File: src/rtl/sysc_pkg.sv
`timescale 1ns/1ps
package sysc_pkg;
  localparam int XLEN       = 64;
  localparam int LVL_W      = 7;
  localparam int INSN_BYTES = 4;
  localparam int VEC_SHIFT  = 5;
  localparam logic [XLEN-1:0] PLAIN_VEC = 64'h0000_0000_0000_0C00;
  localparam logic [XLEN-1:0] VEC_BASE  = 64'h0000_0000_0001_7000;

  // Mask for an inclusive MSB-first bit range [lo..hi]
  function automatic logic [XLEN-1:0] msbRange(input int lo, input int hi);
    logic [XLEN-1:0] m;
    m = '0;
    for (int k = 0; k < XLEN; k++)
      if (k >= lo && k <= hi) m[XLEN-1-k] = 1'b1;
    return m;
  endfunction

  localparam logic [XLEN-1:0] SRR1_GAP  = msbRange(33, 36) | msbRange(42, 47);
  localparam logic [XLEN-1:0] SRR1_COPY = ~SRR1_GAP;
  localparam logic [XLEN-1:0] MSR_CLEAR = msbRange(48, 49) | msbRange(58, 59);

  typedef struct packed {
    logic ldSrr0;
    logic ldLr;
    logic ldSrr1;
    logic zeroGap;
    logic ldMsr;
    logic ldNia;
    logic useLevel;
  } strobes_t;
endpackage

File: src/rtl/sysc_ctrl.sv
`timescale 1ns/1ps
module sysc_ctrl
  import sysc_pkg::*;
(
  input  logic     retire,
  input  logic     isVectored,
  output strobes_t stb
);
  always_comb begin
    stb = '0;
    if (retire) begin
      stb.ldSrr1   = 1'b1;
      stb.ldMsr    = 1'b1;
      stb.ldNia    = 1'b1;
      stb.ldSrr0   = !isVectored;
      stb.zeroGap  = !isVectored;
      stb.ldLr     = isVectored;
      stb.useLevel = isVectored;
    end
  end
endmodule

File: src/rtl/sysc_datapath.sv
`timescale 1ns/1ps
module sysc_datapath
  import sysc_pkg::*;
#(
  parameter int W  = XLEN,
  parameter int LW = LVL_W
) (
  input  logic          clk,
  input  logic          rst_n,
  input  strobes_t      stb,
  input  logic [LW-1:0] level,
  input  logic [W-1:0]  curAddr,
  input  logic [W-1:0]  msrIn,
  output logic [W-1:0]  srr0Q,
  output logic [W-1:0]  srr1Q,
  output logic [W-1:0]  lrQ,
  output logic [W-1:0]  msrQ,
  output logic [W-1:0]  niaQ
);
  logic [W-1:0] retAddr;
  logic [W-1:0] target;
  logic [W-1:0] gapBits;

  assign retAddr = curAddr + W'(INSN_BYTES);
  assign target  = stb.useLevel ? (VEC_BASE + (W'(level) << VEC_SHIFT)) : PLAIN_VEC;
  // vectored form leaves the undefined gap bits as they were
  assign gapBits = stb.zeroGap ? '0 : (srr1Q & SRR1_GAP);

  always_ff @(posedge clk or negedge rst_n) begin
    if (!rst_n) begin
      srr0Q <= '0;
      srr1Q <= '0;
      lrQ   <= '0;
      msrQ  <= '0;
      niaQ  <= '0;
    end else begin
      if (stb.ldSrr0) srr0Q <= retAddr;
      if (stb.ldLr)   lrQ   <= retAddr;
      if (stb.ldSrr1) srr1Q <= (msrIn & SRR1_COPY) | gapBits;
      if (stb.ldMsr)  msrQ  <= msrIn & ~MSR_CLEAR;
      if (stb.ldNia)  niaQ  <= target;
    end
  end
endmodule

File: src/rtl/syscall_entry.sv
`timescale 1ns/1ps
module syscall_entry
  import sysc_pkg::*;
(
  input  logic        clk,
  input  logic        rst_n,
  input  logic        retire,
  input  logic        isVectored,
  input  logic [6:0]  level,
  input  logic [63:0] curAddr,
  input  logic [63:0] msrIn,
  output logic [63:0] srr0Q,
  output logic [63:0] srr1Q,
  output logic [63:0] lrQ,
  output logic [63:0] msrQ,
  output logic [63:0] nextAddr
);
  strobes_t stb;

  sysc_ctrl ctrl (
    .retire(retire), .isVectored(isVectored), .stb(stb)
  );

  sysc_datapath #(.W(XLEN), .LW(LVL_W)) dp (
    .clk(clk), .rst_n(rst_n), .stb(stb), .level(level),
    .curAddr(curAddr), .msrIn(msrIn),
    .srr0Q(srr0Q), .srr1Q(srr1Q), .lrQ(lrQ), .msrQ(msrQ), .niaQ(nextAddr)
  );

  assert_hold_R9: assert property (@(posedge clk) disable iff (!rst_n)
    !retire |=> ($stable(srr0Q) && $stable(srr1Q) && $stable(lrQ) &&
                 $stable(msrQ) && $stable(nextAddr)));

  assert_lr_keep_R2: assert property (@(posedge clk) disable iff (!rst_n)
    (retire && !isVectored) |=> $stable(lrQ));

  assert_gap_zero_R3: assert property (@(posedge clk) disable iff (!rst_n)
    (retire && !isVectored) |=> ((srr1Q & SRR1_GAP) == '0));

  assert_copy_R4: assert property (@(posedge clk) disable iff (!rst_n)
    retire |=> (((srr1Q ^ $past(msrIn)) & SRR1_COPY) == '0));

  assert_plain_vec_R5: assert property (@(posedge clk) disable iff (!rst_n)
    (retire && !isVectored) |=> (nextAddr == PLAIN_VEC));

  assert_srr0_keep_R6: assert property (@(posedge clk) disable iff (!rst_n)
    (retire && isVectored) |=> $stable(srr0Q));

  assert_msr_clear_R7: assert property (@(posedge clk) disable iff (!rst_n)
    retire |=> ((msrQ & MSR_CLEAR) == '0));

  assert_vec_range_R8: assert property (@(posedge clk) disable iff (!rst_n)
    (retire && isVectored) |=> (nextAddr[4:0] == 5'd0 && nextAddr[63:12] == 52'h17));
endmodule

File: config.mk
export PLATFORM = sky130hd
export DESIGN_NAME = syscall_entry
export DESIGN_NICKNAME = d
export VERILOG_FILES = /design/src/rtl/sysc_pkg.sv /design/src/rtl/sysc_ctrl.sv /design/src/rtl/sysc_datapath.sv /design/src/rtl/syscall_entry.sv
export SDC_FILE = /design/constraint.sdc
export NUM_CORES = 1
export LEC_CHECK = 0
export BUFFER_PORTS_ARGS = -buffer_cell sky130_fd_sc_hd__buf_2
export CAP_MARGIN = 10
export CELL_PAD_IN_SITES_DETAIL_PLACEMENT = 0
export CELL_PAD_IN_SITES_GLOBAL_PLACEMENT = 1
export CORE_AREA = 3 3 178 180
export DETAILED_ROUTE_END_ITERATION = 10
export DIE_AREA = 0 0 181 183
export HOLD_SLACK_MARGIN = 0.08
export PLACE_DENSITY = 0.82
export SETUP_SLACK_MARGIN = 0.3
export SLEW_MARGIN = 10
export SYNTH_ARGS = -nofsm -noshare
export SYNTH_HDL_FRONTEND = slang
export SYNTH_SLANG_ARGS = --single-unit
export TNS_END_PERCENT = 50
File: constraint.sdc
create_clock -name clk -period 2.15 [get_ports clk]
set_input_delay 0.43 -clock clk [delete_from_list [all_inputs] [get_ports clk]]
set_output_delay 0.43 -clock clk [all_outputs]
set_load 0.02 [all_outputs]
==> out/metrics.yaml <==
crit_fanout: 6
p_int_mw: 6.536
skew_ns: 0
cts.sinks: 200
cp.required_ns: 2.51
final_common_cell: "buf_2"
synth_compound_area_frac: 0.07815
cp_common_cell: "buf_4"
yosys_warnings: 0
synth.distinct_cells: 43
layout_common_cells: "buf_2 (389), dfrtp_1 (200), nand2_1 (146), buf_4 (80), o21ai_0 (75)"
yosysSeqAreaShare: 0.5066
grt.overflow.total: 0
synth_edf_count: 0
async_flop_share: 1.000
num_rows: 64
synth_adder_area_share: 0.001267
power_density_nw_per_um2: 781.9
io_buffer_count: 391
coreArea_sq_um: 30350
crit_type: "input pin to flip-flop"
nets: 1526
via_per_inst: 4.829
min_path_type: "input pin to flip-flop"
netlist.area_leader.share: 0.5066
fmax_mhz: 551.0
hold_violations: 0
num_io_pins: 459
cp_cell_sequence: "buf_2 -> nand3_1 -> buf_4 -> or3_1 -> buf_4 -> nor3_4 -> buf_4 -> nand4b_1 -> a31oi_1"
num_vias: 8668
gp_congestion: 0.9374
dieHeight_um: 183
slew_viol_final: 0
rsz0062_at_grt: "yes"
comb_power_share: 0.249
synth_top_area_cell: "dfrtp_1"
crit_slowest_cell: "or3_1"
syn_area_sq_um: 9878
ys_ff_latch: 200
slowest_delay_ns: 0.36
grt_max_degree: 73
period_minus_slack_ns: 1.815
drive_gt1_frac: 0.4278
irDropWorstVdd_mv: 0.5456
ant_nets: 0
die_w_um: 181
end_kind: "flip-flop"
wl_per_cell_um: 19.84
area_growth_pct: 30.28
finalPower_mw: 10.06
timing.hold.ws_ns: 0.1982
routed_wirelength_mm: 35.61
clock_latency_ns: 0.43
grt_pass1_vias: 8494
die-area_sq_um: 33120
cts_buffers: 17
setup_tns_ns: 0
synth_top_family_by_area: "simple AND/OR/NAND/NOR gates"
p_sw_frac: 0.3504
fillers: 3002
pwr-share-seq: 0.445
synthCells: 994
start_util: 0.3255
setup_violations: 0
clock_power_share: 0.306
grtUsageTotal: 0.2075
grt_pass1_wl_mm: 52.45
synthFlopType: "dfrtp_1"
dr.pass1.iters: 5
antenna_found_initial: 4
clk_path_buf_depth: 2
route.detailed.drc: 0
period_share: 0.8441
maxCapViolCount: 0
synth_mux_area_frac: 0.07498
synthSimpleGateAreaFrac: 0.1894
synth_xor_area_frac: 0.03192
synthTopCellsByArea: "dfrtp_1 (51%), buf_4 (9.1%), mux2_2 (7.3%)"
avgSynthCellArea_sq_um: 9.938
ctsHtreeMaxLevel: 4
cts_tree: "done"
post_cts_buffers: 0
hpwl_mm: 28.36
arrival_ns: 2.17
status: "complete, no violations"
leakage_nw: 6.220
switching_power_mw: 3.526
start_kind: "input pin"
root_buffer: "clkbuf_16"
cts.clk_slew.worst_paths_ns: 0.07
drt_iter0_markers: 430
fin_util: 0.4241
-- power groups by stage --
stage | sequential (mW) | clock (mW) | combinational (mW)
floorplan | 5.07 | 0 | 1.03
CTS | 4.48 | 3.17 | 2.55
finish | 4.48 | 3.08 | 2.51
global route | 4.54 | 3.31 | 2.69
detailed placement | 4.55 | 0 | 2.54
global placement | 4.54 | 0 | 2.52
-- cells in the mapped netlist (7+ instances only) --
| cell | n |
|---|---|
| a31oi_1 | 30 |
| and2_1 | 10 |
| and3_1 | 13 |
| and4_1 | 11 |
| buf_4 | 120 |
| clkbuf_1 | 42 |
| dfrtp_1 | 200 |
| inv_1 | 12 |
| mux2_2 | 64 |
| nand2_1 | 147 |
| nand3_1 | 46 |
| nand3b_1 | 8 |
| nand4_1 | 30 |
| nor2_1 | 53 |
| nor4_1 | 17 |
| o21ai_0 | 75 |
| o21ai_1 | 7 |
| o31ai_1 | 7 |
| or4_1 | 11 |
| xnor2_1 | 21 |
| xor2_1 | 15 |
-- stage by stage --
step	setup WS, ns	instance area [sq um]	cells
5_1_grt	0.2926	12870	1794
2_1_floorplan	0.2187	10190	1060
4_1_cts	0.3315	12850	1794
6_report	0.3352	12870	1795
3_3_place_gp	-0.2664	12290	1762
3_5_place_dp	-0.2877	12290	1762
-- cells by family (layout without fill, tap and decap cells) --
kind of cell    after synthesis  after routing
compound gates              135            135
flops                       200            200
simple gates                372            372
mux                          66             66
xor+xnor                     36             36
fa+ha+maj                     1              1
buf+inv                     183            521
other cells                   1             68
-- registers in the layout, indices dropped and copies added (netlist names) --
name      count
dp.lrQ       64
dp.msrQ      59
dp.niaQ       8
dp.srr0Q     64
dp.srr1Q      5
-- timing repair --
item                                   CTS  global route
gates resized for setup                  1             3
hold buffers                             1             0
endpoints found under the hold margin   51             0
setup endpoints to repair                4            10
-- per-layer routing --
| layer | track usage | vias to the layer above | wire length [um] |
|---|---|---|---|
| met4 | 0.07434 | 4 | 1257 |
| li1 | - | 4069 | - |
| met1 | 0.2411 | 4168 | 14030 |
| met2 | 0.3625 | 376 | 17480 |
| met3 | 0.06585 | 51 | 2810 |
| met5 | 0 | - | 27 |
-- worst paths after layout --
check	start	to	slack, ns	cells after the start
worst max-delay path	curAddr[8]	dp.srr0Q[63]$_DFFE_PN0P_	0.34	9
max in group asynchronous	rst_n	dp.lrQ[14]$_DFFE_PN0P_	0.97	3
worst min register to register	dp.srr0Q[17]$_DFFE_PN0P_	dp.srr0Q[17]$_DFFE_PN0P_	0.47	2
worst max register to register	dp.msrQ[8]$_DFFE_PN0P_	dp.msrQ[8]$_DFFE_PN0P_	1.26	1
worst min-delay path	curAddr[0]	dp.lrQ[0]$_DFFE_PN0P_	0.20	3
min in group asynchronous	rst_n	dp.srr0Q[48]$_DFFE_PN0P_	0.51	2
-- area by class of cell --
type                       count  area, sq um  share of cell area
sequential                   200         5005              0.3889
multi-input combinational    677         4065              0.3159
timing repair buffer         478         2713              0.2108
tap                          396        495.5             0.03850
clock buffer                  17        425.4             0.03305
clock inverter                14        118.9            0.009236
inverter                      12        45.04            0.003500
antenna                        1        2.502           0.0001944
-- critical path: cells and delay by family --
family | cells | cell delay, ns
buffers and inverters | 4 | 0.66
AND/OR/NAND/NOR | 4 | 0.87
AO/OA/AOI/OAI | 1 | 0.20
Power figures use the tool's default switching activity.
